**src/rtl/sio_pkg.sv**
```systemverilog
// Package: shared types and framing helpers for the serial transceiver.
// Assumes 16x oversampling and character lengths coded 0..3 for 5..8 bits.
package sio_pkg;

    localparam int OVS  = 16;
    localparam int HALF = OVS / 2;
    localparam int CNT_W = 6;

    typedef enum logic [2:0] {
        PH_IDLE,
        PH_START,
        PH_DATA,
        PH_PAR,
        PH_STOP
    } phase_e;

    typedef struct packed {
        logic [1:0] len;
        logic       par_en;
        logic       par_odd;
        logic [1:0] stop;
    } frame_cfg_t;

    // Number of data bits for a length code.
    function automatic logic [3:0] char_bits(input logic [1:0] len);
        return 4'd5 + {2'b00, len};
    endfunction

    // Stop period length in ticks for a stop code.
    function automatic logic [CNT_W-1:0] stop_ticks(input logic [1:0] s);
        case (s)
            2'd0:    return CNT_W'(OVS);
            2'd1:    return CNT_W'(OVS + HALF);
            default: return CNT_W'(2 * OVS);
        endcase
    endfunction

    // Mask of the valid data bits for a length code.
    function automatic logic [7:0] len_mask(input logic [1:0] len);
        return 8'hFF >> (2'd3 - len);
    endfunction

endpackage

```
**src/rtl/sio_tick.sv**
```systemverilog
// Module: oversampling tick generator.
// Emits a one-cycle tick every div+1 clocks. Assumes div is held steady
// while frames are in flight.
module sio_tick #(
    parameter int DIV_W = 16
) (
    input  logic             clk,
    input  logic             rst_n,
    input  logic [DIV_W-1:0] div,
    output logic             tick
);

    logic [DIV_W-1:0] cnt_q;

    // Count clocks and pulse the tick when the divisor is reached.
    always_ff @(posedge clk) begin
        if (!rst_n) begin
            cnt_q <= '0;
            tick  <= 1'b0;
        end else if (cnt_q >= div) begin
            cnt_q <= '0;
            tick  <= 1'b1;
        end else begin
            cnt_q <= cnt_q + 1'b1;
            tick  <= 1'b0;
        end
    end

    // with a divisor above zero, a tick is never followed by another tick.
    p_tick_gap_r12: assert property (@(posedge clk) disable iff (!rst_n)
        (tick && div != '0) |=> !tick);

endmodule

```
**src/rtl/sio_tx.sv**
```systemverilog
// Module: transmitter with one holding register and a shift engine.
// Framing is latched when a character moves from the holding register
// into the engine; all phase changes happen on oversampling ticks.
module sio_tx
    import sio_pkg::*;
#(
    parameter int DATA_W = 8
) (
    input  logic              clk,
    input  logic              rst_n,
    input  logic              tick,
    input  frame_cfg_t        cfg,
    input  logic              wr_en,
    input  logic [DATA_W-1:0] wdata,
    output logic              txd,
    output logic              ready
);

    localparam logic [CNT_W-1:0] BIT_LAST = CNT_W'(OVS - 1);

    logic [DATA_W-1:0] hold_q;
    logic              hold_full;
    logic [DATA_W-1:0] sh_q;
    phase_e            phase_q;
    logic [CNT_W-1:0]  cnt_q;
    logic [2:0]        idx_q;
    logic [3:0]        nbits_q;
    logic              par_en_q;
    logic              par_bit_q;
    logic [CNT_W-1:0]  stop_len_q;
    logic              stop_end;
    logic              take;

    assign stop_end = (phase_q == PH_STOP) && (cnt_q == stop_len_q - 1'b1);
    assign take     = tick && hold_full && ((phase_q == PH_IDLE) || stop_end);
    assign ready    = !hold_full;

    // Holding register: accept a write only when empty, release on take.
    always_ff @(posedge clk) begin
        if (!rst_n) begin
            hold_q    <= '0;
            hold_full <= 1'b0;
        end else if (take) begin
            hold_full <= 1'b0;
        end else if (wr_en && !hold_full) begin
            hold_q    <= wdata;
            hold_full <= 1'b1;
        end
    end

    // Shift engine: walk start, data, parity and stop phases on ticks.
    always_ff @(posedge clk) begin
        if (!rst_n) begin
            phase_q    <= PH_IDLE;
            cnt_q      <= '0;
            idx_q      <= '0;
            sh_q       <= '0;
            nbits_q    <= 4'd8;
            par_en_q   <= 1'b0;
            par_bit_q  <= 1'b0;
            stop_len_q <= CNT_W'(OVS);
        end else if (tick) begin
            if (take) begin
                phase_q    <= PH_START;
                cnt_q      <= '0;
                idx_q      <= '0;
                sh_q       <= hold_q;
                nbits_q    <= char_bits(cfg.len);
                par_en_q   <= cfg.par_en;
                par_bit_q  <= (^(hold_q & len_mask(cfg.len))) ^ cfg.par_odd;
                stop_len_q <= stop_ticks(cfg.stop);
            end else begin
                case (phase_q)
                    PH_START: begin
                        if (cnt_q == BIT_LAST) begin
                            cnt_q   <= '0;
                            phase_q <= PH_DATA;
                        end else begin
                            cnt_q <= cnt_q + 1'b1;
                        end
                    end
                    PH_DATA: begin
                        if (cnt_q == BIT_LAST) begin
                            cnt_q <= '0;
                            sh_q  <= sh_q >> 1;
                            if ({1'b0, idx_q} == nbits_q - 4'd1) begin
                                phase_q <= par_en_q ? PH_PAR : PH_STOP;
                            end else begin
                                idx_q <= idx_q + 1'b1;
                            end
                        end else begin
                            cnt_q <= cnt_q + 1'b1;
                        end
                    end
                    PH_PAR: begin
                        if (cnt_q == BIT_LAST) begin
                            cnt_q   <= '0;
                            phase_q <= PH_STOP;
                        end else begin
                            cnt_q <= cnt_q + 1'b1;
                        end
                    end
                    PH_STOP: begin
                        if (stop_end) begin
                            cnt_q   <= '0;
                            phase_q <= PH_IDLE;
                        end else begin
                            cnt_q <= cnt_q + 1'b1;
                        end
                    end
                    default: cnt_q <= '0;
                endcase
            end
        end
    end

    // Line driver: select the level of the current phase.
    always_comb begin
        case (phase_q)
            PH_START: txd = 1'b0;
            PH_DATA:  txd = sh_q[0];
            PH_PAR:   txd = par_bit_q;
            default:  txd = 1'b1;
        endcase
    end

    // a write while the holding register is full leaves it unchanged.
    p_hold_kept_r5: assert property (@(posedge clk) disable iff (!rst_n)
        (hold_full && wr_en) |=> (hold_q == $past(hold_q)));

    // the holding register only empties on a tick.
    p_take_on_tick_r6: assert property (@(posedge clk) disable iff (!rst_n)
        $fell(hold_full) |-> $past(tick));

    // the engine phase only moves on a tick.
    p_phase_on_tick_r2: assert property (@(posedge clk) disable iff (!rst_n)
        !tick |=> (phase_q == $past(phase_q)));

    // the stop counter never runs past the latched stop length.
    p_stop_bound_r4: assert property (@(posedge clk) disable iff (!rst_n)
        (phase_q == PH_STOP) |-> (cnt_q < stop_len_q));

endmodule

```
**src/rtl/sio_rx.sv**
```systemverilog
// Module: receiver with input synchroniser, bit sampler and status flags.
// Assumes the line idles high. Confirms the start bit at mid-bit and samples
// later bits at their centres; the framing in cfg must be steady per frame.
module sio_rx
    import sio_pkg::*;
#(
    parameter int DATA_W = 8
) (
    input  logic              clk,
    input  logic              rst_n,
    input  logic              tick,
    input  frame_cfg_t        cfg,
    input  logic              rxd,
    input  logic              ack,
    output logic [DATA_W-1:0] rx_data,
    output logic              ready,
    output logic              perr,
    output logic              ferr,
    output logic              ovr
);

    localparam logic [CNT_W-1:0] BIT_LAST = CNT_W'(OVS - 1);
    localparam logic [CNT_W-1:0] MID_LAST = CNT_W'(HALF - 1);

    logic              sync1_q;
    logic              rx_s;
    phase_e            phase_q;
    logic [CNT_W-1:0]  cnt_q;
    logic [2:0]        idx_q;
    logic [DATA_W-1:0] sh_q;
    logic              par_rx_q;
    logic              stop_ok_q;
    logic              fin_q;
    logic [3:0]        nbits;
    logic [DATA_W-1:0] assembled;
    logic              par_bad;

    assign nbits     = char_bits(cfg.len);
    assign assembled = sh_q >> (4'd8 - nbits);
    assign par_bad   = cfg.par_en && ((^assembled) ^ par_rx_q ^ cfg.par_odd);

    // Two-stage synchroniser for the asynchronous serial input.
    always_ff @(posedge clk) begin
        if (!rst_n) begin
            sync1_q <= 1'b1;
            rx_s    <= 1'b1;
        end else begin
            sync1_q <= rxd;
            rx_s    <= sync1_q;
        end
    end

    // Frame sampler: find a start bit and sample each later bit at its centre.
    always_ff @(posedge clk) begin
        if (!rst_n) begin
            phase_q   <= PH_IDLE;
            cnt_q     <= '0;
            idx_q     <= '0;
            sh_q      <= '0;
            par_rx_q  <= 1'b0;
            stop_ok_q <= 1'b1;
            fin_q     <= 1'b0;
        end else begin
            fin_q <= 1'b0;
            if (tick) begin
                case (phase_q)
                    PH_IDLE: begin
                        if (!rx_s) begin
                            phase_q <= PH_START;
                            cnt_q   <= '0;
                        end
                    end
                    PH_START: begin
                        if (cnt_q == MID_LAST) begin
                            cnt_q   <= '0;
                            idx_q   <= '0;
                            sh_q    <= '0;
                            phase_q <= rx_s ? PH_IDLE : PH_DATA;
                        end else begin
                            cnt_q <= cnt_q + 1'b1;
                        end
                    end
                    PH_DATA: begin
                        if (cnt_q == BIT_LAST) begin
                            cnt_q <= '0;
                            sh_q  <= {rx_s, sh_q[DATA_W-1:1]};
                            if ({1'b0, idx_q} == nbits - 4'd1) begin
                                phase_q <= cfg.par_en ? PH_PAR : PH_STOP;
                            end else begin
                                idx_q <= idx_q + 1'b1;
                            end
                        end else begin
                            cnt_q <= cnt_q + 1'b1;
                        end
                    end
                    PH_PAR: begin
                        if (cnt_q == BIT_LAST) begin
                            cnt_q    <= '0;
                            par_rx_q <= rx_s;
                            phase_q  <= PH_STOP;
                        end else begin
                            cnt_q <= cnt_q + 1'b1;
                        end
                    end
                    PH_STOP: begin
                        if (cnt_q == BIT_LAST) begin
                            cnt_q     <= '0;
                            stop_ok_q <= rx_s;
                            fin_q     <= 1'b1;
                            phase_q   <= PH_IDLE;
                        end else begin
                            cnt_q <= cnt_q + 1'b1;
                        end
                    end
                    default: phase_q <= PH_IDLE;
                endcase
            end
        end
    end

    // Status flags and data register: set on completion, cleared by ack.
    always_ff @(posedge clk) begin
        if (!rst_n) begin
            rx_data <= '0;
            ready   <= 1'b0;
            perr    <= 1'b0;
            ferr    <= 1'b0;
            ovr     <= 1'b0;
        end else if (fin_q) begin
            rx_data <= assembled;
            ready   <= 1'b1;
            perr    <= (perr && !ack) || par_bad;
            ferr    <= (ferr && !ack) || !stop_ok_q;
            ovr     <= (ovr && !ack) || (ready && !ack);
        end else if (ack) begin
            ready <= 1'b0;
            perr  <= 1'b0;
            ferr  <= 1'b0;
            ovr   <= 1'b0;
        end
    end

    // overrun only rises while a character was already waiting.
    p_ovr_cause_r10: assert property (@(posedge clk) disable iff (!rst_n)
        $rose(ovr) |-> $past(ready));

    // an acknowledge with no completing frame clears ready and overrun.
    p_ack_clear_r11: assert property (@(posedge clk) disable iff (!rst_n)
        (ack && !fin_q) |=> (!ready && !ovr));

    // a completed frame always leaves receive-ready set.
    p_ready_on_done_r7: assert property (@(posedge clk) disable iff (!rst_n)
        fin_q |=> ready);

    // framing error rises only on a completed frame.
    p_ferr_on_done_r9: assert property (@(posedge clk) disable iff (!rst_n)
        $rose(ferr) |-> $past(fin_q));

endmodule

```
**src/rtl/sio_port.sv**
```systemverilog
// Module: top of the serial transceiver. Decodes the two-register bus,
// packs the configuration inputs and builds the status byte.
// Assumes configuration is changed only while the line is idle.
module sio_port
    import sio_pkg::*;
#(
    parameter int DIV_W  = 16,
    parameter int DATA_W = 8
) (
    input  logic              clk,
    input  logic              rst_n,
    input  logic [DIV_W-1:0]  cfg_div,
    input  logic [1:0]        cfg_len,
    input  logic              cfg_par_en,
    input  logic              cfg_par_odd,
    input  logic [1:0]        cfg_stop,
    input  logic              bus_sel,
    input  logic              bus_wr,
    input  logic [DATA_W-1:0] bus_wdata,
    output logic [DATA_W-1:0] bus_rdata,
    output logic              txd,
    input  logic              rxd,
    output logic              irq
);

    localparam int FLAG_N = 5;

    frame_cfg_t        cfg;
    logic              tick;
    logic              tx_ready;
    logic              rx_ready;
    logic              rx_perr;
    logic              rx_ferr;
    logic              rx_ovr;
    logic [DATA_W-1:0] rx_data;
    logic              wr_data;
    logic              wr_status;
    logic [DATA_W-1:0] status;

    assign cfg       = '{len: cfg_len, par_en: cfg_par_en,
                         par_odd: cfg_par_odd, stop: cfg_stop};
    assign wr_data   = bus_wr && !bus_sel;
    assign wr_status = bus_wr && bus_sel;
    assign status    = {{(DATA_W-FLAG_N){1'b0}}, rx_ovr, rx_ferr, rx_perr,
                        rx_ready, tx_ready};
    assign bus_rdata = bus_sel ? status : rx_data;
    assign irq       = rx_ready;

    sio_tick #(.DIV_W(DIV_W)) tick_i (
        .clk   (clk),
        .rst_n (rst_n),
        .div   (cfg_div),
        .tick  (tick)
    );

    sio_tx #(.DATA_W(DATA_W)) tx_i (
        .clk   (clk),
        .rst_n (rst_n),
        .tick  (tick),
        .cfg   (cfg),
        .wr_en (wr_data),
        .wdata (bus_wdata),
        .txd   (txd),
        .ready (tx_ready)
    );

    sio_rx #(.DATA_W(DATA_W)) rx_i (
        .clk     (clk),
        .rst_n   (rst_n),
        .tick    (tick),
        .cfg     (cfg),
        .rxd     (rxd),
        .ack     (wr_status),
        .rx_data (rx_data),
        .ready   (rx_ready),
        .perr    (rx_perr),
        .ferr    (rx_ferr),
        .ovr     (rx_ovr)
    );

    // after reset the line is idle high and nothing is requested.
    p_reset_idle_r1: assert property (@(posedge clk)
        !rst_n |=> (txd && !irq && tx_ready));

endmodule

```
**config.mk**
```make
export PLATFORM = sky130hd
export DESIGN_NAME = sio_port
export DESIGN_NICKNAME = d
export VERILOG_FILES = /design/src/rtl/sio_pkg.sv /design/src/rtl/sio_tick.sv /design/src/rtl/sio_tx.sv /design/src/rtl/sio_rx.sv /design/src/rtl/sio_port.sv
export SDC_FILE = /design/constraint.sdc
export NUM_CORES = 1
export LEC_CHECK = 0
export BUFFER_PORTS_ARGS = -buffer_cell sky130_fd_sc_hd__buf_2
export CORE_ASPECT_RATIO = 1.1
export CORE_MARGIN = 2
export CORE_UTILIZATION = 60
export CTS_BUF_LIST = sky130_fd_sc_hd__clkbuf_16
export DETAILED_ROUTE_END_ITERATION = 7
export PLACE_DENSITY = 0.83
export SLEW_MARGIN = 20
export SYNTH_ARGS = -nofsm -noshare
export SYNTH_HDL_FRONTEND = slang
export SYNTH_HIERARCHICAL = 1
export SYNTH_SLANG_ARGS = --single-unit
```
**constraint.sdc**
```tcl
create_clock -name clk -period 2.2 [get_ports clk]
set_input_delay 0.11 -clock clk [delete_from_list [all_inputs] [get_ports clk]]
set_output_delay 0.11 -clock clk [all_outputs]
set_load 0.05 [all_outputs]
```
# After elaboration in Yosys (flattened, before gate mapping)
# Index checks and enable logic that the tools add are counted.
op_classes:
  mux: 49
  bitwise: 6
  addsub: 11
  n_lt_le_gt_ge: 1
  n_eq_ne: 28
  shifts: 2
  reduce_logical: 46
ops:
  columns: ["cell", "count"]
  rows:
  - ["two-way mux 3 bit", 21]
  - ["two-way mux 8 bit", 6]
  - ["two-way mux 6 bit", 6]
  - ["one-hot mux 6 bit (2 select lines)", 2]
  - ["one-hot mux 6 bit (3 select lines)", 1]
  - ["adder 16 x 1 -> 16 bit, second input constant", 1]
  - ["greater-or-equal comparator 16 bit", 1]
  - ["one-hot mux 8 bit (2 select lines)", 1]
  - ["parity 8 bit", 2]
  - ["!= test 3 x 1 -> 1 bit, second input constant", 5]
  - ["one-hot mux 3 bit (5 select lines)", 1]
  - ["AND reduction 3 bit", 5]
  - ["AND reduction 7 bit", 2]
  - ["adder 6 x 1 -> 6 bit, second input constant", 2]
  - ["equality test 3 x 2 -> 1 bit, second input constant", 4]
  - ["equality test 6 x 4 -> 1 bit, second input constant", 2]
  - ["!= test 2 x 1 -> 1 bit, second input constant", 6]
  - ["one-hot mux 3 bit (4 select lines)", 1]
  - ["logical AND 1 bit", 11]
  - ["AND 8 bit", 1]
  - ["equality test 3 x 4 -> 1 bit", 2]
  - ["AND reduction 4 bit", 2]
  - ["nonzero test 2 bit", 4]
  - ["right shift 8 x 2 -> 8 bit, first input constant", 1]
  - ["other kinds (29)", 53]
word_totals:
  in_bits: 35
  reg_bits: 95

# Depth between registers and ports, before layout
# Gate-level depths: netlist of run 1.
depth:
  depth_word: 9
  ltp_mapped: 8
  ltp_nobuf: 7

# Cells and area by module
# The synthesis of run 1 kept the hierarchy.
by_module_without_submodules:
  columns: ["mod", "cells_per_inst", "area_per_inst_um2", "n_inst", "seq_area_each_um2"]
  rows:
  - ["sio_tx", 234, 2113.3, 1, 760.7]
  - ["sio_rx", 218, 1979.4, 1, 740.7]
  - ["sio_tick", 128, 1071.0, 1, 340.3]
  - ["sio_port", 11, 128.9, 1, 0.0]

# Worst setup path after synthesis of run 1
# OpenSTA, ideal clock, no wires.
synth_path:
  kind: "flip-flop to flip-flop"
  from: "register tx_i.cnt_q[0]"
  to: "register tx_i.idx_q[1]"
  t_arrival_ns: 1.815
  n_path_buf: 1
  setup_slack_ns: 0.270
  required_time_ns: 2.085
  period_less_slack_ns: 1.930
  path_stages_with_launch: 8
  path_cell_list: "dfxtp_1 -> ha_1 -> nand3_2 -> or4_4 -> buf_6 -> a31oi_4 -> mux2i_1 -> nor2_2"
synth_between:
  elab_chain_len: 6
  word_cells_on_any_way: 10
synth_rtl:
  columns: ["element", "line", "source"]
  rows:
  - ["start: declaration", "sio_tx.sv:25", "logic [CNT_W-1:0] cnt_q;"]
  - ["start signal: assignment", "sio_tx.sv:79", "cnt_q <= cnt_q + 1'b1;"]
  - ["start signal: assignment", "sio_tx.sv:92", "cnt_q <= cnt_q + 1'b1;"]
  - ["start signal: assignment", "sio_tx.sv:100", "cnt_q <= cnt_q + 1'b1;"]
  - ["equality test 6 bit", "sio_tx.sv:34", "assign stop_end = (phase_q == PH_STOP) && (cnt_q == stop_len_q - 1'b1);"]
  - ["logical AND 1 bit", "sio_tx.sv:34", null]
  - ["logical OR 1 bit", "sio_tx.sv:35", "assign take = tick && hold_full && ((phase_q == PH_IDLE) || stop_end);"]
  - ["logical AND 1 bit", "sio_tx.sv:35", null]
  - ["!= test 2 x 1 -> 1 bit (no line) / nonzero test 2 bit (equally long branches)", null, null]
  - ["AND reduction 4 bit (no line)", null, null]
  - ["end signal: assignment", "sio_tx.sv:89", "idx_q <= idx_q + 1'b1;"]
  - ["end: declaration", "sio_tx.sv:26", "logic [2:0] idx_q;"]
# Parallel ways exist; a longest one is shown, timed or not.
# A chain may end at the register's enable or synchronous reset.

# Worst setup path in the final report of run 1
layout_path:
  from: "register tick_i.cnt_q[6]"
  to: "register tick_i.cnt_q[14]"
layout_between:
  elab_chain_len: 2
  word_cells_on_any_way: 3
layout_rtl:
  columns: ["element", "line", "source"]
  rows:
  - ["start: declaration", "sio_tick.sv:13", "logic [DIV_W-1:0] cnt_q;"]
  - ["start signal: assignment", "sio_tick.sv:24", "cnt_q <= cnt_q + 1'b1;"]
  - ["greater-or-equal comparator 16 bit", "sio_tick.sv:20", "end else if (cnt_q >= div) begin"]
  - ["OR reduction 2 bit (no line)", null, null]
# Parallel ways exist; a longest one is shown, timed or not.

==> impl_metrics.json, run 1 <==
{
  "post-cts-setup-buffer-count": 0,
  "finClkSkew_ns": 0.00663,
  "nets": 690,
  "worstReg2RegEnd": "tick_i/cnt_q[14]",
  "place.gp.congestion": 0.851,
  "core_um2": 8500,
  "dieArea_um2": 9590,
  "maxCapViolCount": 0,
  "grt_use_total_pct": 25.2,
  "port_buffers": 44,
  "swShare_pct": 22.2,
  "die_y_um": 103,
  "comb_power_share_pct": 6.1,
  "power_density_nw_per_um2": 604,
  "hold_viol": 0,
  "syn_avg_cell_area_um2": 8.96,
  "ys_ff_latch": 92,
  "reg2reg_slack_ns": 0.13,
  "postRouteAntennaNets": 0,
  "yosysUniqueCellTypes": 80,
  "switching_power_uw": 792,
  "clk_latency_ns": 0.33,
  "ys_warn_count": 6,
  "grt_pass1_vias": 4217,
  "num_vias": 4342,
  "clk_pin_slew_ns": 0.07,
  "holdPathEnd": "tx_i/hold_q[0]",
  "cts_tree": "yes",
  "cts.sinks": 92,
  "fin_crit_sh_pct": 94.3,
  "startpoint": "tick_i/cnt_q[6]",
  "hold_class": "in2reg",
  "die_width_um": 93.6,
  "ir_worst_vdd_mv": 0.455,
  "syn_inst": 591,
  "synth_top_area_share_pct": 34.8,
  "mostFrequentLayoutCells": "92 x dfxtp_1, 72 x nor2_1, 44 x buf_2",
  "clock_power_share_pct": 46.3,
  "hold_path_depth": 3,
  "synth_area_leaders": "dfxtp_1 35%, ha_1 5.9%, nor2_1 5.2%",
  "start_util_pct": 62.3,
  "seqCellArea_um2": 1840,
  "finalSetupViolations": 0,
  "routed_via_density": 5.82,
  "reg2reg_from": "tick_i/cnt_q[6]",
  "worst_r2r_path_depth": 6,
  "diodes": 0,
  "fill_cells": 653,
  "finalMaxSlewViolations": 0,
  "grt_pass1_wl_um": 19400,
  "syn_area_um2": 5290,
  "crit_path_max_fanout": 16,
  "end_kind": "flop",
  "cts_buffers": 9,
  "fmax_mhz": 482,
  "layout_commonest_cell": "dfxtp_1",
  "power_leakage_uw": 0.00241,
  "htree_levels": 3,
  "hpwl_um": 8220,
  "cts_max_path_buffers": 2,
  "grt_max_degree": 31,
  "yosysTopAreaCell": "dfxtp_1",
  "status": "finished clean",
  "synth_edf_count": 0,
  "multi_input_area_um2": 3160,
  "first_pass_iters": 5,
  "cts-root-buf": "clkbuf_16",
  "overflow": 0,
  "post_drt_wl_per_cell_um": 15.5,
  "drt_wl_total_um": 11600,
  "drt_iter0_markers": 270,
  "critPathArrivalTime_ns": 2.32,
  "rsz0062_at_grt": "no",
  "relSlewSlack_pct": 57.9,
  "layout-drive-gt1-share_pct": 17.2,
  "seq_power_share_pct": 47.5,
  "ioPinCount": 45,
  "final.setup.tns_ns": 0,
  "worstHoldStart": "bus_wdata[0]",
  "required_ns": 2.45,
  "row_count": 35,
  "synth-main-ff-cell": "dfxtp_1",
  "drc": 0,
  "syn-num-nets": 651,
  "ys_seq_area_share_pct": 34.8,
  "grt_antenna_before_repair": 0,
  "syn_to_final_growth_pct": 11.6,
  "async_reset_ff_share_pct": 0,
  "max_slew.worst_pin.slew_ns": 0.628,
  "crit_type": "reg2reg",
  "layout_min_cycle_time_ns": 2.07,
  "cp-start-kind": "flop",
  "fin_util_pct": 69.5,
  "internal-power_uw": 2780
}
-- registers in the layout (all words and copies together), names as in the netlist, 4 cells and up --
| signal | count |
|---|---|
| rx_i/cnt_q | 6 |
| tx_i/cnt_q | 6 |
| tx_i/hold_q | 8 |
| rx_i/sh_q | 8 |
| rx_i/rx_data | 8 |
| tx_i/nbits_q | 4 |
| tick_i/cnt_q | 16 |
| tx_i/sh_q | 8 |
-- power by group through the flow --
stage / Combinational [uW] / Sequential [uW] / Clock, uW
floorplan: 144 / 1730 / 0
global placement: 200 / 1730 / 0
detailed placement: 209 / 1730 / 0
CTS: 213 / 1700 / 1680
global route: 239 / 1700 / 1760
finish: 220 / 1700 / 1650
-- Yosys cell counts, types with 13 or more instances --
master and number:
ha_1 25, nor2_1 73, dfxtp_1 92, nand3_1 20, inv_1 37, a21oi_1 25
nor2b_1 13, nand2_1 40, xnor2_1 27, mux2i_1 27, nand4_1 14
-- cell type report --
| cell class | count | share of cell area [%] |
|---|---|---|
| multi-input cells | 434 | 53.6 |
| flip-flops and latches | 92 | 31.2 |
| repair buffers | 53 | 4.92 |
| clock buffers | 9 | 3.81 |
| inverters | 40 | 2.54 |
| well taps | 111 | 2.35 |
| clock inverters | 7 | 1.63 |
-- cell families after synthesis --
kind of cell,synth area share (%)
and+or+nand+nor,21.6
adders and majority gates,5.91
xor gates and xnor gates,7.19
muxes,9.15
AOI/OAI and AO/OA,15.4
buffers and inverters,5.96
DFF,34.8
-- metrics by stage --
step | cells | setup slack, ns | total power (uW) | area [um^2] | hold slack, ns
6_report | 746 | 0.126 | 3570 | 5910 | 0.0170
5_1_grt | 746 | 0.00215 | 3690 | 5910 | 0.0127
4_1_cts | 746 | 0.0758 | 3590 | 5890 | 0.0139
3_3_place_gp | 729 | 0.212 | 1930 | 5550 | 0.291
3_5_place_dp | 729 | 0.0741 | 1940 | 5550 | 0.297
2_1_floorplan | 591 | 0.270 | 1870 | 5290 | 0.211
-- critical path, stage by stage (launching register included) --
cell and delay, ns:
dfxtp_1 0.42, ha_1 0.30, a41oi_1 0.23, o21ai_0 0.14, a221oi_2 0.38, nand4_4 0.31
nor2_1 0.22
-- layer usage --
| layer | vias up | track usage, % | routed length [um] |
|---|---|---|---|
| met5 | - | 0 | 0 |
| met4 | 0 | 9.36 | 137 |
| met2 | 79 | 46.2 | 6130 |
| met3 | 13 | 3.95 | 404 |
| li1 | 2157 | - | - |
| met1 | 2093 | 29.8 | 4880 |
-- worst max-delay path by stage --
| stage | end | slack [ns] | cells after the start |
|---|---|---|---|
| global route | tick_i/cnt_q[14] | 0.002 | 6 |
| finish | tick_i/cnt_q[14] | 0.13 | 6 |
| detailed placement | tick_i/cnt_q[14] | 0.07 | 7 |
| floorplan | tx_i/idx_q[1] | 0.27 | 7 |
| global placement | tick_i/cnt_q[3] | 0.21 | 7 |
| CTS | tx_i/idx_q[1] | 0.08 | 6 |
-- what timing repair did --
| action | CTS | global route |
|---|---|---|
| gates resized for setup | 1 | 5 |
| endpoints found under the setup margin | 1 | 15 |
| gates cloned | 0 | 0 |
| endpoints found under the hold margin | 1 | 0 |
| pin swaps | 0 | 2 |
| hold buffers | 1 | 0 |
Note: power is estimated with default switching activity, not from simulation.
==> inputs of run 2 (changes only) <==
--- a/config.mk
+++ b/config.mk
@@ -9,9 +9,9 @@
 export CORE_ASPECT_RATIO = 1.1
 export CORE_MARGIN = 2
 export CORE_UTILIZATION = 60
-export CTS_BUF_LIST = sky130_fd_sc_hd__clkbuf_16
+export CTS_BUF_LIST = sky130_fd_sc_hd__clkbuf_4
 export DETAILED_ROUTE_END_ITERATION = 7
-export PLACE_DENSITY = 0.83
+export PLACE_DENSITY_LB_ADDON = 0.25
 export SLEW_MARGIN = 20
 export SYNTH_ARGS = -nofsm -noshare
 export SYNTH_HDL_FRONTEND = slang
==> impl_metrics.json, run 2 (synthesized netlist as in run 1, its figures left out) <==
{
  "status": "finished clean",
  "worstReg2RegEnd": "tx_i/idx_q[1]",
  "worst_r2r_path_depth": 6,
  "finClkSkew_ns": 0.0177,
  "start_util_pct": 62.3,
  "max_slew.worst_pin.slew_ns": 0.650,
  "die_width_um": 93.6,
  "power_uw": 2830,
  "critPathArrivalTime_ns": 2.42,
  "ioPinCount": 45,
  "num_vias": 4317,
  "reg2reg_from": "tx_i/cnt_q[0]",
  "worst-path-stages": 6,
  "first_pass_iters": 5,
  "postRouteAntennaNets": 0,
  "finalSetupViolations": 0,
  "port_buffers": 44,
  "mostFrequentLayoutCells": "92 x dfxtp_1, 73 x nor2_1, 44 x buf_2",
  "holdPathEnd": "tx_i/stop_len_q[4]",
  "syn_to_final_growth_pct": 9.88,
  "layout_commonest_cell": "dfxtp_1",
  "cts-root-buf": "clkbuf_4",
  "overflow": 0,
  "drt_iter0_markers": 180,
  "finalMaxSlewViolations": 0,
  "post-cts-setup-buffer-count": 0,
  "cp_slowest_cell": "or4_4",
  "power_leakage_uw": 0.00238,
  "clk_pin_slew_ns": 0.16,
  "routed_via_density": 5.72,
  "hold_viol": 0,
  "reg2reg_slack_ns": 0.14,
  "cts_tree": "yes",
  "hpwl_um": 7840,
  "met1_usage_pct": 29.2,
  "grt_pass1_wl_um": 17700,
  "core_um2": 8500,
  "place.gp.congestion": 0.908,
  "crit_chain": "ha_1, nand3_2, or4_4, a31oi_4, mux2i_1, nor2_2",
  "crit_path_max_incr_delay_ns": 0.68,
  "layout-drive-gt1-share_pct": 16.1,
  "grt_pass1_vias": 3977,
  "end_kind": "flop",
  "nets": 699,
  "regMostFlops": "tick_i/cnt_q",
  "final.setup.tns_ns": 0,
  "grt_antenna_before_repair": 0,
  "cp-start-kind": "flop",
  "use_met2_pct": 39.5,
  "ir_worst_vdd_mv": 0.370,
  "largest_reg_flops": 16,
  "drc": 0,
  "die_y_um": 103,
  "hold_path_depth": 2,
  "drt_wl_total_um": 10800,
  "clk_latency_ns": 0.44,
  "busiest_layer": "met2",
  "required_ns": 2.55,
  "row_count": 35,
  "diodes": 0,
  "hold_class": "in2reg",
  "cts_buffers": 9,
  "crit_path_max_fanout": 9,
  "fmax_mhz": 484,
  "layout_min_cycle_time_ns": 2.06,
  "timing.critical_path.max_delay_family": "simple AND/OR/NAND/NOR gates",
  "cts_max_path_buffers": 2,
  "rsz0062_at_grt": "no",
  "worstHoldStart": "rst_n",
  "post_drt_wl_per_cell_um": 14.3,
  "maxCapViolCount": 0,
  "fin_crit_sh_pct": 93.8,
  "relSlewSlack_pct": 56.4,
  "crit_buf_inv": 0,
  "power_density_nw_per_um2": 486,
  "dieArea_um2": 9590,
  "grt_use_total_pct": 22.7,
  "cts.sinks": 92,
  "grt_max_degree": 29,
  "use_met3_pct": 2.78,
  "htree_levels": 3,
  "crit_type": "reg2reg"
}
==> run 2: changes by cell type in the layout (fill, tap and decap cells not counted), moves of 2 or more <==
| cell | previous run | this run |
|---|---|---|
| buf_4 | 8 | 4 |
| clkinv_4 | 0 | 4 |
| bufinv_16 | 2 | 0 |
| clkinvlp_4 | 2 | 0 |
| dlygate4sd3_1 | 1 | 13 |
| clkbuf_4 | 0 | 9 |
| clkbuf_16 | 9 | 0 |
==> run 2: metal layers <==
metal | up-vias | part of all wire, %
met1 | 2035 | 46
met5 | - | 0
li1 | 2171 | -
met3 | 10 | 3.9
met2 | 101 | 49
met4 | 0 | 1.3
==> run 2: layout make-up <==
class | instances | area, um^2
clock buffers | 9 | 67.6
fillers | 692 | 2680
well taps | 111 | 139
flip-flops and latches | 92 | 1840
clock inverters | 7 | 71.3
repair buffers | 62 | 400
multi-input cells | 434 | 3150
inverters | 40 | 150
==> run 2: what timing repair did <==
action                                 CTS  global route
gates resized for setup                  0             2
setup endpoints to repair                0            17
hold buffers                            13             0
endpoints found under the hold margin   15             0
==> run 2: power by group <==
group | internal [uW] | leakage [uW] | switching (uW)
clock network | 262 | 0.0000754 | 642
registers | 1680 | 0.000743 | 16.1
logic | 107 | 0.00156 | 118
total | 2050 | 0.00238 | 776
==> run 2: worst max-delay path by stage <==
stage / to / from
3_5_place_dp: tick_i/cnt_q[7] / tick_i/cnt_q[0]
5_1_grt: tick_i/cnt_q[10] / tick_i/cnt_q[0]
4_1_cts: tick_i/cnt_q[10] / tick_i/cnt_q[0]
3_3_place_gp: tick_i/cnt_q[11] / tick_i/cnt_q[0]
6_report: tx_i/idx_q[1] / tx_i/cnt_q[0]
2_1_floorplan: tx_i/idx_q[1] / tx_i/cnt_q[0]
==> run 2: metrics by stage <==
step | utilization [%] | hold slack (ns) | area (um^2) | worst slack, ns | cells
2_1_floorplan | - | 0.211 | 5290 | 0.270 | 591
3_3_place_gp | 65.2 | 0.291 | 5540 | 0.192 | 726
3_5_place_dp | 65.2 | 0.293 | 5540 | 0.103 | 726
4_1_cts | 68.3 | 0.0187 | 5810 | 0.0601 | 755
5_1_grt | 68.5 | 0.0502 | 5820 | 0.00359 | 755
6_report | 68.5 | 0.0509 | 5820 | 0.135 | 755
==> inputs of run 3 (changes only) <==
--- a/config.mk
+++ b/config.mk
@@ -11,7 +11,7 @@
 export CORE_UTILIZATION = 60
 export CTS_BUF_LIST = sky130_fd_sc_hd__clkbuf_4
 export DETAILED_ROUTE_END_ITERATION = 7
-export PLACE_DENSITY_LB_ADDON = 0.25
+export PLACE_DENSITY = 0.76
 export SLEW_MARGIN = 20
 export SYNTH_ARGS = -nofsm -noshare
 export SYNTH_HDL_FRONTEND = slang
==> impl_metrics.json, run 3 (synthesized netlist as in run 1, its figures left out) <==
{
  "port_buffers": 44,
  "postRouteAntennaNets": 0,
  "fmax_mhz": 481,
  "power_leakage_uw": 0.00238,
  "clock_power_share_pct": 31.4,
  "first_pass_iters": 4,
  "num_vias": 4319,
  "cts_tree": "yes",
  "layout-drive-gt1-share_pct": 17.0,
  "dieArea_um2": 9590,
  "core_um2": 8500,
  "routed_via_density": 5.69,
  "fin_util_pct": 68.7,
  "comb_power_share_pct": 8.2,
  "drt_wl_total_um": 11100,
  "post_drt_wl_per_cell_um": 14.6,
  "max_slew.worst_pin.slew_ns": 0.628,
  "hold_class": "in2reg",
  "crit_top_cell": "o21a_1",
  "ir_worst_vdd_mv": 0.364,
  "finalMaxSlewViolations": 0,
  "status": "finished clean",
  "die_width_um": 93.6,
  "cts_max_path_buffers": 2,
  "place.gp.congestion": 0.843,
  "start_util_pct": 62.3,
  "hpwl_um": 7960,
  "grt_antenna_before_repair": 0,
  "relSlewSlack_pct": 57.9,
  "cp_slowest_cell": "dfxtp_1",
  "required_ns": 2.54,
  "diodes": 0,
  "switching_power_uw": 769,
  "mostFrequentLayoutCells": "92 x dfxtp_1, 73 x nor2_1, 44 x buf_2",
  "cts.sinks": 92,
  "power_density_nw_per_um2": 482,
  "cts_buffers": 9,
  "grt_max_degree": 29,
  "final.setup.tns_ns": 0,
  "crit_chain": "inv_1, ha_1, xor3_2, nor4_4, o21a_1, a21boi_0, o21a_1",
  "layout_min_cycle_time_ns": 2.08,
  "maxCapViolCount": 0,
  "swShare_pct": 27.4,
  "syn_to_final_growth_pct": 10.2,
  "die_y_um": 103,
  "htree_levels": 3,
  "crit_path_max_fanout": 11,
  "cts-root-buf": "clkbuf_4",
  "nets": 703,
  "drt_iter0_markers": 168,
  "row_count": 35,
  "crit_path_max_incr_delay_ns": 0.40,
  "grt_use_total_pct": 23.6,
  "clk_pin_slew_ns": 0.14,
  "crit_type": "reg2reg",
  "grt_pass1_wl_um": 18400,
  "cp-start-kind": "flop",
  "fin_crit_sh_pct": 94.6,
  "layout_commonest_cell": "dfxtp_1",
  "ioPinCount": 45,
  "grt_pass1_vias": 4049,
  "hold_viol": 0,
  "rsz0062_at_grt": "no",
  "critPathArrivalTime_ns": 2.42,
  "drc": 0,
  "internal-power_uw": 2040,
  "seq_power_share_pct": 60.4,
  "overflow": 0,
  "end_kind": "flop",
  "finalSetupViolations": 0,
  "clk_latency_ns": 0.45,
  "finClkSkew_ns": 0.0244,
  "regMostFlops": "tick_i/cnt_q",
  "largest_reg_flops": 16
}
[run 3: changes by cell type in the layout (fill, tap and decap cells not counted), sizes merged]
cell / delta
clkinv: -3
clkinvlp: +2
nand4: +1
dlygate4sd3: -1
buf: +4
inv: +1
[run 3: metrics by stage]
stage / area [um^2] / worst slack (ns) / std cells / total power [uW] / hold slack, ns
after global placement: 5550 / 0.0832 / 729 / 1940 / 0.289
after floorplan: 5290 / 0.270 / 591 / 1870 / 0.211
after detailed placement: 5550 / 0.0414 / 729 / 1940 / 0.312
after global routing: 5830 / 0.0182 / 759 / 2930 / 0.0383
final: 5830 / 0.119 / 759 / 2810 / 0.0408
after CTS: 5800 / 0.118 / 757 / 2820 / 0.0140
[run 3: path summary, 6_finish.rpt]
kind	from	slack, ns	cells after the start	end
max	tx_i/stop_len_q[3]	0.12	7	tx_i/nbits_q[2]
min	bus_wr	0.04	4	tx_i/hold_full
max reg2reg	tx_i/stop_len_q[3]	0.12	7	tx_i/nbits_q[2]
min reg2reg	rx_i/sync1_q	0.43	1	rx_i/rx_s
[run 3: layer usage]
layer	track usage [%]	part of all wire, %	vias to the layer above
li1	-	-	2186
met1	29.5	45	2022
met2	41.6	49	93
met3	3.36	3.6	18
met4	9.36	1.9	0
met5	0	0	-
[run 3: layout make-up]
class                   instances  area (um^2)
multi-input cells             435         3170
fillers                       685         2660
flip-flops and latches         92         1840
repair buffers                 65          408
inverters                      40          150
well taps                     111          139
clock buffers                   9         67.6
clock inverters                 7         60.1
[run 3: timing repair]
action / in CTS / in global routing
pin swaps: 0 / 2
endpoints found under the hold margin: 13 / 0
cloned: 0 / 1
endpoints found under the setup margin: 1 / 16
gates resized for setup: 1 / 3
hold buffers: 12 / 0
setup buffers: 0 / 1
[run 3: worst max-delay path, delay by kind of cell (launching register included)]
family          cells  cell delay (ns)
simple gates        1             0.38
buf+inv             1             0.06
compound gates      3             0.69
xor+xnor            1             0.28
flops               1             0.40
fa+ha+maj           1             0.19
[run 3: power groups by stage]
stage	sequential [uW]	combinational, uW	clock [uW]
finish	1700	230	882
global route	1700	254	970
CTS	1700	227	896
detailed placement	1730	208	0
global placement	1730	202	0
floorplan	1730	144	0
